### src/rtl/tagged_mailbox.sv
module tagged_mailbox #(
  parameter int DEPTH = 8,
  parameter int AW    = 4
) (
  input  logic          clk,
  input  logic          rst_n,
  input  logic          host_rd,
  input  logic          host_wr,
  input  logic [AW-1:0] host_addr,
  input  logic [31:0]   host_wdata,
  output logic [31:0]   host_rdata,
  output logic          out_valid,
  input  logic          out_ready,
  output logic [31:0]   out_data,
  input  logic          in_valid,
  output logic          in_ready,
  input  logic [31:0]   in_data,
  output logic          irq
);
  localparam int PW = (DEPTH > 1) ? $clog2(DEPTH) : 1;
  localparam int CW = $clog2(DEPTH + 1);
  localparam logic [AW-1:0] A_RECV = AW'(0);
  localparam logic [AW-1:0] A_PEEK = AW'(2);
  localparam logic [AW-1:0] A_CTRL = AW'(4);
  localparam logic [AW-1:0] A_STAT = AW'(6);
  localparam logic [AW-1:0] A_SEND = AW'(8);

  function automatic logic [PW-1:0] step(input logic [PW-1:0] p);
    return (p == PW'(DEPTH - 1)) ? '0 : p + PW'(1);
  endfunction

  logic [31:0]   ob_mem [DEPTH];
  logic [31:0]   ib_mem [DEPTH];
  logic [PW-1:0] ob_rp, ob_wp, ib_rp, ib_wp;
  logic [CW-1:0] ob_cnt, ib_cnt;
  logic          ien, ovf;
  logic [31:0]   rd_sel;

  wire ob_full  = (ob_cnt == CW'(DEPTH));
  wire ib_empty = (ib_cnt == '0);
  wire send_hit = host_wr && (host_addr == A_SEND);
  wire ctrl_hit = host_wr && (host_addr == A_CTRL);
  wire ob_push  = send_hit && !ob_full;
  wire ob_pop   = out_valid && out_ready;
  wire ib_push  = in_valid && in_ready;
  wire ib_pop   = host_rd && (host_addr == A_RECV) && !ib_empty;

  assign out_valid = (ob_cnt != '0);
  assign out_data  = ob_mem[ob_rp];
  assign in_ready  = (ib_cnt != CW'(DEPTH));
  assign irq       = ien && !ib_empty;

  always_ff @(posedge clk) begin
    if (ob_push) ob_mem[ob_wp] <= host_wdata;
    if (ib_push) ib_mem[ib_wp] <= in_data;
  end

  always_ff @(posedge clk or negedge rst_n) begin
    if (!rst_n) begin
      ob_rp <= '0; ob_wp <= '0; ob_cnt <= '0;
      ib_rp <= '0; ib_wp <= '0; ib_cnt <= '0;
    end else begin
      if (ob_push) ob_wp <= step(ob_wp);
      if (ob_pop)  ob_rp <= step(ob_rp);
      if (ib_push) ib_wp <= step(ib_wp);
      if (ib_pop)  ib_rp <= step(ib_rp);
      ob_cnt <= ob_cnt + CW'(ob_push) - CW'(ob_pop);
      ib_cnt <= ib_cnt + CW'(ib_push) - CW'(ib_pop);
    end
  end

  always_comb begin
    case (host_addr)
      A_RECV, A_PEEK: rd_sel = ib_empty ? '0 : ib_mem[ib_rp];
      A_CTRL:         rd_sel = {30'd0, ovf, ien};
      A_STAT:         rd_sel = {ob_full, ib_empty, 22'd0, 8'(ib_cnt)};
      default:        rd_sel = '0;
    endcase
  end

  always_ff @(posedge clk or negedge rst_n) begin
    if (!rst_n) begin
      host_rdata <= '0;
      ien        <= 1'b0;
      ovf        <= 1'b0;
    end else begin
      if (host_rd) host_rdata <= rd_sel;
      if (ctrl_hit) ien <= host_wdata[0];
      if (send_hit && ob_full) ovf <= 1'b1;
      else if (ctrl_hit && host_wdata[1]) ovf <= 1'b0;
    end
  end

  p_drop_flags_r3: assert property (@(posedge clk) disable iff (!rst_n)
    send_hit && ob_full |=> ovf);
  p_drop_keeps_r3: assert property (@(posedge clk) disable iff (!rst_n)
    send_hit && ob_full && !out_ready |=> ob_cnt == CW'(DEPTH));
  p_peek_keeps_r6: assert property (@(posedge clk) disable iff (!rst_n)
    host_rd && host_addr == A_PEEK && !in_valid |=> $stable(ib_cnt));
  p_empty_read_r7: assert property (@(posedge clk) disable iff (!rst_n)
    host_rd && host_addr == A_RECV && ib_empty |=> host_rdata == '0);
  p_irq_on_push_r8: assert property (@(posedge clk) disable iff (!rst_n)
    ien && ib_push && !ctrl_hit |=> irq);
  p_ovf_sticky_r9: assert property (@(posedge clk) disable iff (!rst_n)
    ovf && !(ctrl_hit && host_wdata[1]) |=> ovf);
  p_hold_out_r10: assert property (@(posedge clk) disable iff (!rst_n)
    out_valid && !out_ready |=> out_valid && $stable(out_data));
  p_full_in_r11: assert property (@(posedge clk) disable iff (!rst_n)
    in_valid && !in_ready && !ib_pop |=> $stable(ib_cnt));
  p_bounds_r13: assert property (@(posedge clk) disable iff (!rst_n)
    ob_cnt <= CW'(DEPTH) && ib_cnt <= CW'(DEPTH));
endmodule

### config.mk
export PLATFORM = sky130hd
export DESIGN_NAME = tagged_mailbox
export DESIGN_NICKNAME = d
export VERILOG_FILES = /design/src/rtl/tagged_mailbox.sv
export SDC_FILE = /design/constraint.sdc
export NUM_CORES = 1
export LEC_CHECK = 0
export BUFFER_PORTS_ARGS = -buffer_cell sky130_fd_sc_hd__buf_2
export CAP_MARGIN = 20
export CORE_AREA = 2 2 243 149
export CTS_BUF_LIST = sky130_fd_sc_hd__clkbuf_8
export CTS_CLUSTER_SIZE = 16
export DETAILED_ROUTE_END_ITERATION = 10
export DIE_AREA = 0 0 245 151
export PLACE_DENSITY = 0.82
export SLEW_MARGIN = 20
export SYNTH_ARGS = -nofsm -noshare
export SYNTH_HDL_FRONTEND = slang
export SYNTH_SLANG_ARGS = --single-unit
### constraint.sdc
create_clock -name clk -period 5.34 [get_ports clk]
set_input_delay 0 -clock clk [delete_from_list [all_inputs] [get_ports clk]]
set_output_delay 0 -clock clk [all_outputs]
set_load 0.1 [all_outputs]
After elaboration in Yosys (flattened, before gate mapping)
Memories as Yosys holds them, arrays and structs flattened. Index checks and enable logic that the tools add are counted.

Bits in registers: 54. Bits in writable memories: 512. Output and inout bits: 67. Memories kept: 2.

Memory list: ib_mem (words 8, bits a word 32, read ports 1, clocked after memory_dff 0, write ports 1, line 33) `logic [31:0] ib_mem [DEPTH];`; ob_mem (words 8, bits a word 32, read ports 1, clocked after memory_dff 0, write ports 1, line 32) `logic [31:0] ob_mem [DEPTH];`.

$add $sub $neg: 8. Eq/ne operators: 10. Mux-type cells: 12. Reduce and logical (&&, ||, !) cells: 17.

Operators with widths (count): $pmux W32 S3 (1); $mux W32 (1); $add A3 B1 Y3 const B (4); $eq A3 B3 Y1 const B (4); $mux W3 (4); $logic_and A1 B1 Y1 (10); $add A4 B1 Y4 (2); $eq A4 B3 Y1 const B (2); $eq A4 B4 Y1 const B (2); $logic_not A4 Y1 (2); $sub A4 B1 Y4 (2); $mux W1 (6); $eq A4 B2 Y1 const B (1); $ne A4 B4 Y1 const B (1); $reduce_bool A4 Y1 (1); $logic_not A1 Y1 (2); $reduce_bool A2 Y1 (1); $reduce_or A2 Y1 (1).

Longest topological paths before layout
Gate-level depths: netlist of the first run.

Depth after elaboration: 5. Depth in mapped cells: 11. Mapped depth without buffers: 11.

Least setup slack after synthesis of the first run
OpenSTA, ideal clock, no wires.

Path kind: reg-to-reg. Start point: register ib_cnt[2]. End point: memory ib_mem[0][0], enable pin. Library setup time: 503 ps. Data arrival time: 5167 ps. Setup slack: -330 ps. Cell stages (with the launch flop): 7. Path buffers: 1. Period minus slack after synthesis: 5670 ps. Cells stage by stage: dfrtp_1 -> inv_1 -> ha_1 -> or3b_2 -> clkbuf_1 -> nand2_1 -> nor4_1.

Cells in the longest elaborated chain, start to end: 4.

Ends and longest elaborated chain: start, declared (line 35) `logic [CW-1:0] ob_cnt, ib_cnt;`; start signal, assigned (line 68) `ib_cnt <= ib_cnt + CW'(ib_push) - CW'(ib_pop);`; $ne A4 B4 Y1 (line 50) `assign in_ready = (ib_cnt != CW'(DEPTH));`; net in_ready (line 16) `output logic in_ready,`; $logic_and A1 B1 Y1 (line 45) `wire ib_push = in_valid && in_ready;`; $mux W1 (line 55) `if (ib_push) ib_mem[ib_wp] <= in_data;`; $mux W1 (not written as such) (line 55); end, declared (line 33).

The timed path passes the listed nets, and every way through them passes these cells.

Final worst setup path of the first run
Start point: register ob_rp[0]. End point: output out_data[22].

Cells in the longest elaborated chain, start to end: 1.

Ends and longest elaborated chain: start, declared (line 34) `logic [PW-1:0] ob_rp, ob_wp, ib_rp, ib_wp;`; start signal, assigned (line 64) `if (ob_pop) ob_rp <= step(ob_rp);`; $mem_v2 Z8 W32; end, declared (line 14) `output logic [31:0] out_data,`.

No other way between the ends.

==> results of run 1 <==
==> flip-flops by register name, indices dropped and copies added (netlist names) <==
register    cells
ob_wp           3
ib_mem        256
ovf             1
ob_mem        256
ib_cnt          4
ib_wp           3
ib_rp           3
ob_cnt          4
ob_rp           3
host_rdata     32
ien             1
==> report_power, final <==
part	total, mW	switching (mW)	internal [mW]
combinational	4.41	2.88	1.53
sequential	5.74	0.457	5.28
clock	3.19	1.57	1.62
total	13.3	4.91	8.42
==> cells in the final DEF, fill, tap and decap left out, drive strengths merged, types with 3 or more instances in the layout <==
master,count
nor3,10
dlygate4sd3,76
nor3b,4
nand3,4
clkinv,21
a21o,3
buf,163
nor2b,28
or3b,3
dfrtp,54
clkinvlp,4
a221o,26
clkbuf,85
mux4,128
mux2i,6
nand2,5
nand2b,5
edfxtp,512
inv,47
nor2,10
nand4,7
o221ai,6
xor2,3
mux2,46
ha,20
bufinv,3
==> stage by stage <==
| stage | util [%] | std cells | instance area, um^2 |
|---|---|---|---|
| 4_1_cts | 72.9 | 1758 | 25300 |
| 3_3_place_gp | 66.4 | 1540 | 23000 |
| 6_report | 72.9 | 1760 | 25300 |
| 2_1_floorplan | - | 954 | 21700 |
| 3_5_place_dp | 66.4 | 1540 | 23000 |
| 5_1_grt | 72.9 | 1760 | 25300 |
==> layout make-up <==
class                   count  area, um^2
flip-flops and latches    566       16700
fillers                  1950        9390
multi-input cells         326        4770
repair buffers            239        1630
clock buffers              85        1170
well taps                 467         584
clock inverters            57         328
inverters                  18        67.6
diodes                      2        5.00
==> worst reg2reg max path, stage by stage, from the launching register on <==
cell and delay, ps:
dfrtp_1 390, inv_1 100, ha_1 150, or3b_2 540, nand2_1 380, ha_1 310, inv_1 60, ha_1 160
inv_1 70, fa_1 410, xnor2_1 130
==> logic make-up (layout without fill, tap and decap cells) <==
| group | after synthesis | in the layout | synth area share (%) |
|---|---|---|---|
| other cells | 0 | 2 | 0 |
| flops | 566 | 566 | 77.2 |
| buf+inv | 62 | 399 | 1.29 |
| fa+ha+maj | 22 | 22 | 1.34 |
| compound gates | 38 | 38 | 1.66 |
| xor+xnor | 4 | 4 | 0.162 |
| simple gates | 82 | 82 | 2.38 |
| mux | 180 | 180 | 16.0 |
==> synthesized netlist by cell type, types with 2 or more instances <==
cell type and count:
buf_4 2, nand4_1 7, edfxtp_1 512, nand3_1 4, nor2_1 10, buf_6 3
a221o_1 21, nor4_1 2, a21oi_1 2, buf_1 5, nand2_1 5, dfrtp_1 54
nand2b_1 5, ha_1 20, mux2_2 46, fa_1 2, buf_2 14, nor3_1 8
mux2i_1 6, clkbuf_1 20, mux4_2 128, or3b_2 3, inv_1 18, xor2_1 3
nor2b_1 28, a221o_2 5, nor3b_1 2, a21o_1 3, o221ai_1 6
==> path summary, 6_finish.rpt <==
path / slack (ps) / from / end
max in group asynchronous: 4570 / rst_n / ib_rp[0]$_DFFE_PN0P_
min in group asynchronous: 120 / rst_n / host_rdata[12]$_DFFE_PN0P_
max reg2reg: 2520 / ib_cnt[2]$_DFF_PN0_ / ib_cnt[2]$_DFF_PN0_
max: 1990 / ob_rp[0]$_DFFE_PN0P_ / out_data[22]
min: 110 / host_rd / host_rdata[19]$_DFFE_PN0P_
min reg2reg: 520 / host_rdata[31]$_DFFE_PN0P_ / host_rdata[31]$_DFFE_PN0P_
==> routing by layer <==
metal,part of all wire [%],vias to the layer above
li1,-,4554
met2,49,399
met1,42,5564
met4,2.4,0
met3,6.4,76
met5,0,-
==> summary.md, run 1 <==
| Metric | Value |
|---|---|
| Largest net degree at the start of global routing | 55 |
| Final wirelength | 43.8 mm |
| Max Clock Freq | 299 MHz |
| CP required | 5340 ps |
| Synth async-reset ratio | 9.54% |
| CTS clk-pin slew, worst paths | 70 ps |
| Post-synthesis sequential area ratio | 77.2% |
| Vias/cell | 6.02 |
| Fraction of layout cells with a size suffix above 1 | 36.7% |
| Syn Nets | 1,050 |
| Worst Path Arrival | 3350 ps |
| Synthesis-to-finish area growth | 16.7% |
| Final period util | 62.7% |
| Die Y | 151 um |
| Clock Tree Buf Depth | 3 |
| Crit Path Max Fanout | 38 |
| PostCTS Resize Cnt | 0 |
| Met1 Track Usage GR | 35.3% |
| Worst R2R Path Depth | 10 |
| Synthesis Warnings | 0 |
| Syn Inst Count | 954 |
| # H-tree levels | 3 |
| Capturing element type of the critical path | output pin |
| GRT Max-Usage Layer | met2 |
| Dpl hpwl | 23.5 mm |
| Clock sink count | 566 |
| Max VDD drop | 0.346 mV |
| Worst-Skew Late Latency | 630 ps |
| Initial Utilization | 62.5% |
| Pwr/cell area | 527 nW/um^2 |
| DRC | 0 |
| FF+latch count, synth | 566 |
| CTS Hold Bufs | 76 |
| Slew margin rel. | 36.8% |
| Top-area cell type share of the netlist area | 71.0% |
| Synth Area per Inst | 22.7 um^2 |
| Leak | 8.77 nW |
| Total gr overflow | 0 |
| Netlist Area Pre-Place | 21,700 um^2 |
| DRT Pass-1 Iters | 5 |
| GR Layer Usage met2 | 38.9% |
| Die ar. | 37,000 um^2 |
| # nets final | 1,325 |
| Critical path's slowest cell | dfrtp_4 |
| Setup ws final | 1990 ps |
| Hold WC Path Type | input pin to register |
| Cell family with most CP delay | buffers and inverters |
| Netlist cell types | 39 |
| CTS tree | done |
| Max Cap Violations | 0 |
| I/O pin cnt | 141 |
| GP Congestion | 0.775 |
| Final Hold Fails | 0 |
| Shortest period the worst path allows | 3350 ps |
| CP Launch Type | register |
| Fin. max-slew vios | 0 |
| Total power | 13.3 mW |
| Wire per inst | 24.9 um |
| Number of global-route vias before repair | 11,400 |
| Worst-path cell chain | buf_4 -> mux4_2 -> mux2_2 -> buf_2 |
| EDFF count, synth | 512 |
| Pre-CTS WS | 2510 ps |
| Chip width | 245 um |
| GR Util met3 | 4.66% |
| Remaining antenna violation count | 0 |
| Main flop type after synthesis | edfxtp_1 |
| I/O Buffers | 140 |
| Core Box Area | 34,700 um^2 |
| Crit path largest cell delay | 800 ps |
| Clock root cell | clkbuf_8 |
| Endpoints failing setup | 0 |
| WHS | 114 ps |
| GR Util All Layers | 24.6% |
| RSZ-0062 raised after global routing | false |
| Synth top area cells | edfxtp_1, mux4_2, dfrtp_1, mux2_2, ha_1 |
| Initial antenna violation count | 2 |
| Worst slew pin tran | 948 ps |
| Clock skew | 20.9 ps |
| Hold Path Cell Cnt | 3 |
| Worst Path Buf+Inv | 2 |
| Run status | finished clean |
| DR vias | 10,600 |
| First-pass GRT wire length | 66.8 mm |
| Iteration-0 DRC Markers | 842 |
| Num CTS Buffers | 78 |
| Row count | 53 |
| Setup TNS | 0 ps |
| Post-CTS setup buffers | 0 |
| CP Class | register to output pin |
| Critical Path Stages | 4 |
| Yosys top cell by area | edfxtp_1 |
(Power assumes the default switching activity.)
==> run 2, diff against run 1 <==
--- a/config.mk
+++ b/config.mk
@@ -5,14 +5,15 @@
 export SDC_FILE = /design/constraint.sdc
 export NUM_CORES = 1
 export LEC_CHECK = 0
+export ABC_AREA = 1
 export BUFFER_PORTS_ARGS = -buffer_cell sky130_fd_sc_hd__buf_2
 export CAP_MARGIN = 20
-export CORE_AREA = 2 2 243 149
+export CORE_AREA = 2 2 260 159
 export CTS_BUF_LIST = sky130_fd_sc_hd__clkbuf_8
 export CTS_CLUSTER_SIZE = 16
 export DETAILED_ROUTE_END_ITERATION = 10
-export DIE_AREA = 0 0 245 151
-export PLACE_DENSITY = 0.82
+export DIE_AREA = 0 0 262 161
+export PLACE_DENSITY = 0.78
 export SLEW_MARGIN = 20
 export SYNTH_ARGS = -nofsm -noshare
 export SYNTH_HDL_FRONTEND = slang
==> constraint.sdc (replaced) <==
create_clock -name clk -period 3.05 [get_ports clk]
set_input_delay 0 -clock clk [delete_from_list [all_inputs] [get_ports clk]]
set_output_delay 0 -clock clk [all_outputs]
set_load 0.1 [all_outputs]
==> summary.md, run 2 <==
| Metric | Value |
|---|---|
| Shortest period the worst path allows | 2900 ps |
| Number of global-route vias before repair | 14,600 (+28%) |
| CP required | 3620 ps (-1720 ps) |
| # nets final | 2,123 (+60%) |
| Worst Path Buf+Inv | 6 (+4) |
| # H-tree levels | 3 (unchanged) |
| Fin area | 26,200 um^2 (+3.6%) |
| Final period util | 95.0% |
| Syn Inst Count | 1,787 (+87%) |
| Clock Tree Buf Depth | 3 (unchanged) |
| Worst Path Arrival | 3470 ps (+120 ps) |
| Largest registers | ib_mem x256, ob_mem x256, host_rdata x32 |
| Max VDD drop | 0.973 mV (+180%) |
| Crit Path Max Fanout | 3 (-92%) |
| Total gr overflow | 0 (unchanged) |
| Initial Utilization | 56.2% (-6.3 points) |
| Max Cap Violations | 0 (unchanged) |
| Synth top cells by count | edfxtp_1, nor2_1, nand2_1 |
| Yosys top cell by area | edfxtp_1 |
| Clock root cell | clkbuf_8 |
| Clock skew | 42.4 ps (+21.5 ps) |
| Most common cell in the synthesized netlist | edfxtp_1 |
| Setup TNS | 0 ps (unchanged) |
| Final wirelength | 51.9 mm (+18%) |
| CP Launch Type | input pin |
| Run status | finished clean |
| Placed Area | 23,900 um^2 (+3.6%) |
| Netlist cell types | 33 (-15%) |
| Vias/cell | 5.65 (-6.1%) |
| Critical path's slowest cell | dlygate4sd3_1 |
| Synthesis-to-finish area growth | 16.9% |
| Die Y | 161 um (+6.6%) |
| Worst-path cell chain | dlygate4sd3_1 -> buf_2 -> nor2_1 -> dlygate4sd3_1 -> nand2_1 -> dlygate4sd3_1 -> o21ai_0 -> a21oi_1 -> dlygate4sd3_1 -> a21oi_1 -> dlygate4sd3_1 |
| R2R Setup Slk | 550 ps (-1970 ps) |
| GP Congestion | 0.853 (+10%) |
| Pre-CTS WS | 558 ps (-1950 ps) |
| Cell family with most CP delay | buffers and inverters |
| Utilization after layout | 65.6% (-7.3 points) |
| Leak | 9.73 nW (+11%) |
| Hold WC Path Type | input pin to asynchronous set/reset pin |
| DR vias | 14,800 (+40%) |
| Capturing element type of the critical path | register |
| EDFF count, synth | 512 (unchanged) |
| Top-area cell type share of the netlist area | 68.6% (-2.4 points) |
| Reg-to-Reg Start | ib_cnt[2]$_DFF_PN0_ |
| I/O pin cnt | 141 (unchanged) |
| GR Util All Layers | 24.7% (+0.069 points) |
| Synthesis Warnings | 0 (unchanged) |
| Num CTS Buffers | 82 (+5.1%) |
| Final Hold Fails | 0 (unchanged) |
| Remaining antenna violation count | 0 (unchanged) |
| Iteration-0 DRC Markers | 1,635 (+94%) |
| Max Clock Freq | 345 MHz |
| Fraction of layout cells with a size suffix above 1 | 14.9% (-22 points) |
| Post-synthesis sequential area ratio | 74.6% (-2.6 points) |
| Clock sink count | 566 (unchanged) |
| Main flop type after synthesis | edfxtp_1 |
| Synth top area cells | edfxtp_1, dfrtp_1, nor2_1, o21ai_0, nand2_1 |
| Dpl hpwl | 28.2 mm (+20%) |
| Die ar. | 42,200 um^2 (+14%) |
| Netlist Area Pre-Place | 22,400 um^2 (+3.5%) |
| DRT Pass-1 Iters | 6 (+1) |
| Critical Path Most Common Cell | dlygate4sd3_1 |
| Worst slew pin tran | 882 ps (-66.1 ps) |
| Initial antenna violation count | 1 (-1) |
| Slew margin rel. | 41.2% (+4.4 points) |
| Pwr/cell area | 971 nW/um^2 (+84%) |
| Setup ws final | 152 ps (-1840 ps) |
| Fin. max-slew vios | 0 (unchanged) |
| Chip width | 262 um (+6.9%) |
| First-pass GRT wire length | 79.8 mm (+19%) |
| Worst-Skew Late Latency | 640 ps (about the same) |
| Total power | 25.4 mW (+91%) |
| Core Box Area | 39,900 um^2 (+15%) |
| DRC | 0 (unchanged) |
| CTS clk-pin slew, worst paths | 60 ps (about the same) |
| Worst R2R Path Depth | 12 (+2) |
| Synth async-reset ratio | 9.54% (unchanged) |
| Wire per inst | 19.8 um (-21%) |
| Row count | 57 (+7.5%) |
| CP Class | input pin to register |
| Commonest cells after routing, fill and taps aside | edfxtp_1, nor2_1, nand2_1, o21ai_0, buf_2 |
| Synth Area per Inst | 12.6 um^2 (-45%) |
| Syn Nets | 1,883 (+79%) |
| FF+latch count, synth | 566 (unchanged) |
| I/O Buffers | 140 (unchanged) |
| Endpoints failing setup | 0 (unchanged) |
| Largest net degree at the start of global routing | 131 (+140%) |
| Reg-to-reg endpoint | ib_cnt[2]$_DFF_PN0_ |
| Fillers | 2,773 (+42%) |
| RSZ-0062 raised after global routing | false |
| CTS tree | done |
| Crit path largest cell delay | 600 ps (-200 ps) |
| Commonest non-fill, non-tap cell in the layout | edfxtp_1 |
run 2: cell count changes after synthesis, moves of 48 or more:
cell and change:
o21ai_0 +227, nand2_1 +260, nor2_1 +319, mux4_2 -128, nand3_1 +53, a21oi_1 +48
run 2: power breakdown:
part | switching [mW] | leakage, nW | internal (mW)
clock | 2.87 | 0.922 | 2.84
sequential | 0.357 | 5.31 | 9.23
combinational | 7.84 | 3.50 | 2.31
run 2: worst register-to-register path: cells and delay by family (launching register included):
family | cells | cell delay (ps)
xor+xnor | 1 | 130
buf+inv | 3 | 200
flops | 1 | 330
simple gates | 4 | 690
fa+ha+maj | 4 | 1050
run 2: layout make-up:
cell class / count / area [um^2] / area share, %
diodes: 1 / 2.50 / 0.00955
clock buffers: 87 / 1200 / 4.57
clock inverters: 63 / 343 / 1.31
inverters: 47 / 179 / 0.683
multi-input cells: 1073 / 5120 / 19.5
flip-flops and latches: 566 / 16700 / 63.9
well taps: 531 / 664 / 2.54
repair buffers: 257 / 1970 / 7.50
run 2: what timing repair did:
action / CTS / global route
setup buffers: 0 / 0
endpoints found under the hold margin: 565 / 0
resized for setup: 0 / 4
hold buffers: 81 / 0
setup endpoints to repair: 0 / 259
run 2: per-layer routing:
metal / vias to the layer above / part of all wire, % / GRT usage (%)
li1: 6849 / - / -
met1: 7183 / 43 / 35.7
met2: 707 / 47 / 38.0
met3: 99 / 7.8 / 4.65
met4: 0 / 2.5 / 8.73
met5: - / 0 / 0
run 2: how the worst max path moves through the flow:
stage / start / to / cells after the start
5_1_grt: ob_rp[0]$_DFFE_PN0P_ / out_data[25] / 7
3_3_place_gp: ib_cnt[2]$_DFF_PN0_ / ib_cnt[1]$_DFF_PN0_ / 12
4_1_cts: host_addr[0] / ob_mem[5][5]$_DFFE_PP_ / 10
6_report: host_addr[3] / host_rdata[0]$_DFFE_PN0P_ / 11
3_5_place_dp: ib_cnt[2]$_DFF_PN0_ / ib_cnt[2]$_DFF_PN0_ / 12
2_1_floorplan: ob_cnt[2]$_DFF_PN0_ / ob_mem[3][0]$_DFFE_PP_ / 7
run 2: cell families (layout without fill, tap and decap cells):
kind of cell / Yosys count / count (layout) / share of synthesized area (%)
xor+xnor: 4 / 4 / 0.156
simple gates: 664 / 664 / 11.6
flops: 566 / 566 / 74.6
compound gates: 383 / 383 / 9.26
other cells: 0 / 1 / 0
buf+inv: 148 / 454 / 3.12
fa+ha+maj: 22 / 22 / 1.29
run 2: stage by stage:
step	instances	hold WS, ps
after CTS	2625	0.685
after global placement	2394	157
after global routing	2624	70.1
final	2625	22.8
after floorplan	1787	-296
after detailed placement	2394	162
==> run 3, diff against run 2 <==
--- a/config.mk
+++ b/config.mk
@@ -13,6 +13,7 @@
 export CTS_CLUSTER_SIZE = 16
 export DETAILED_ROUTE_END_ITERATION = 10
 export DIE_AREA = 0 0 262 161
+export GPL_TIMING_DRIVEN = 0
 export PLACE_DENSITY = 0.78
 export SLEW_MARGIN = 20
 export SYNTH_ARGS = -nofsm -noshare
==> summary.md, run 3 (synthesis gave the netlist of run 2 again) <==
| Metric | Value |
|---|---|
| # nets final | 2,229 (+5.0%) |
| Clock Tree Buf Depth | 3 (unchanged) |
| Commonest non-fill, non-tap cell in the layout | edfxtp_1 |
| Die Y | 161 um (unchanged) |
| Switching power | 11.8 mW (+6.8%) |
| GP Congestion | 0.839 (-1.6%) |
| Initial Utilization | 56.2% (unchanged) |
| Shortest period the worst path allows | 2900 ps (-2.51 ps) |
| First-pass GRT wire length | 86.8 mm (+8.9%) |
| Leak | 10.1 nW (+3.3%) |
| Crit Path Max Fanout | 4 (+1) |
| Sequential power share | 36.2% (-1.5 points) |
| CP Launch Type | register |
| GR Util All Layers | 27.6% (+2.9 points) |
| Total power | 26.4 mW (+3.6%) |
| Wire per inst | 21.2 um (+7.0%) |
| Setup TNS | 0 ps (unchanged) |
| Endpoints failing setup | 0 (unchanged) |
| Post-Layout Cell Count | 2,733 (+4.1%) |
| Largest registers | ib_mem x256, ob_mem x256, host_rdata x32 |
| I/O Buffers | 140 (unchanged) |
| Worst-Skew Late Latency | 660 ps (+20 ps) |
| DRC | 0 (unchanged) |
| Cell internal pwr | 14.5 mW (+1.2%) |
| Dpl hpwl | 37.7 mm (+34%) |
| Chip width | 262 um (unchanged) |
| CTS tree | done |
| Die ar. | 42,200 um^2 (unchanged) |
| Comb pwr share | 41.9% (+2.0 points) |
| DR vias | 15,800 (+6.6%) |
| Max Clock Freq | 345 MHz (about the same) |
| Fin. max-slew vios | 0 (unchanged) |
| Commonest cells after routing, fill and taps aside | edfxtp_1, nor2_1, nand2_1, o21ai_0, buf_2 |
| Clock root cell | clkbuf_8 |
| Final wirelength | 57.9 mm (+11%) |
| Synthesis-to-finish area growth | 19.7% |
| Capturing element type of the critical path | register |
| Worst slew pin tran | 762 ps (-120 ps) |
| Clock sink count | 566 (unchanged) |
| CTS clk-pin slew, worst paths | 70 ps (about the same) |
| Slew margin rel. | 49.2% (+8.0 points) |
| Clock share of power | 21.9% (-0.5 points) |
| Final Hold Fails | 0 (unchanged) |
| Net switching fraction of the power | 44.9% (+1.3 points) |
| Fillers | 2,730 (-1.6%) |
| Iteration-0 DRC Markers | 2,203 (+35%) |
| CP required | 3580 ps (-40 ps) |
| Number of global-route vias before repair | 15,300 (+5.0%) |
| Total gr overflow | 0 (unchanged) |
| Remaining antenna violation count | 0 (unchanged) |
| Clock skew | 43.9 ps (+1.43 ps) |
| Num CTS Buffers | 81 (-1.2%) |
| Initial antenna violation count | 3 (+2) |
| Pwr/cell area | 982 nW/um^2 (+1.2%) |
| Placed cells | 2,492 (+4.1%) |
| Core Box Area | 39,900 um^2 (unchanged) |
| Row count | 57 (unchanged) |
| Vias/cell | 5.79 (+2.4%) |
| Worst Path Arrival | 3430 ps (-40 ps) |
| # H-tree levels | 3 (unchanged) |
| Run status | finished clean |
| DRT Pass-1 Iters | 6 (unchanged) |
| Max Cap Violations | 0 (unchanged) |
| CP Class | register to register |
| Final period util | 94.9% (about the same) |
| Max VDD drop | 0.889 mV (-8.6%) |
| Hold WC Path Type | input pin to register |
| I/O pin cnt | 141 (unchanged) |
| Fraction of layout cells with a size suffix above 1 | 17.0% (+2.1 points) |
| Largest net degree at the start of global routing | 30 (-77%) |
run 3: what timing repair did:
item,CTS,global route
hold buffers,82,0
endpoints found under the hold margin,592,0
resized for setup,0,9
buffers inserted,0,7
setup endpoints to repair,0,36
run 3: through the flow:
step                utilization [%]  area, um^2  hold WS, ps  worst slack, ps
floorplan                         -       22500         -296             -642
global placement               59.6       23800          260            -2850
detailed placement             61.0       24400        -37.1              114
CTS                            67.0       26700          104             54.1
global route                   67.2       26800          119           -0.820
finish                         67.2       26800          152              154
run 3: final timing paths:
kind                            cells after the start                       from                          to  slack, ps
min in group asynchronous                           4                      rst_n  host_rdata[30]$_DFFE_PN0P_        370
worst max-delay path                               13        ib_cnt[3]$_DFF_PN0_         ib_cnt[2]$_DFF_PN0_        150
worst max register to register                     13        ib_cnt[3]$_DFF_PN0_         ib_cnt[2]$_DFF_PN0_        150
max in group asynchronous                           4                      rst_n  host_rdata[14]$_DFFE_PN0P_       2450
worst min-delay path                                2             host_wdata[17]     ob_mem[7][17]$_DFFE_PP_        150
worst min register to register                      2  host_rdata[6]$_DFFE_PN0P_   host_rdata[6]$_DFFE_PN0P_        480
run 3: power by group through the flow:
stage               logic (mW)  registers (mW)  clock network [mW]
floorplan                 7.28            10.0                   0
global placement          10.3            9.65                   0
detailed placement        10.7            9.66                   0
CTS                       10.8            9.51                5.82
global route              11.8            9.59                6.15
finish                    11.0            9.54                5.78
run 3: final cells by class:
class | count | area [um^2] | area share [%]
Clock buffer | 84 | 1160 | 4.31
Tap cell | 531 | 664 | 2.48
Timing Repair Buffer | 263 | 2050 | 7.64
Sequential cell | 566 | 16700 | 62.3
Buffer | 101 | 526 | 1.96
Antenna cell | 3 | 7.51 | 0.0280
Clock inverter | 65 | 387 | 1.44
Inverter | 47 | 176 | 0.657
Multi-Input combinational cell | 1073 | 5150 | 19.2
run 3: layer usage:
| metal | track usage [%] | up-vias | share of wire [%] |
|---|---|---|---|
| li1 | - | 7074 | - |
| met1 | 41.9 | 7602 | 42 |
| met2 | 40.2 | 1017 | 44 |
| met3 | 6.06 | 125 | 12 |
| met4 | 8.89 | 0 | 2.4 |
| met5 | 0 | - | 0 |
run 3: critical path, stage by stage (launching register included):
cell	delay, ps
dfrtp_1	360
inv_1	70
ha_1	180
nor3b_4	160
nor2_4	190
nand2_2	110
nor2_4	120
dlygate4sd3_1	570
ha_1	220
inv_1	50
ha_1	160
inv_1	60
fa_1	400
xnor2_1	140
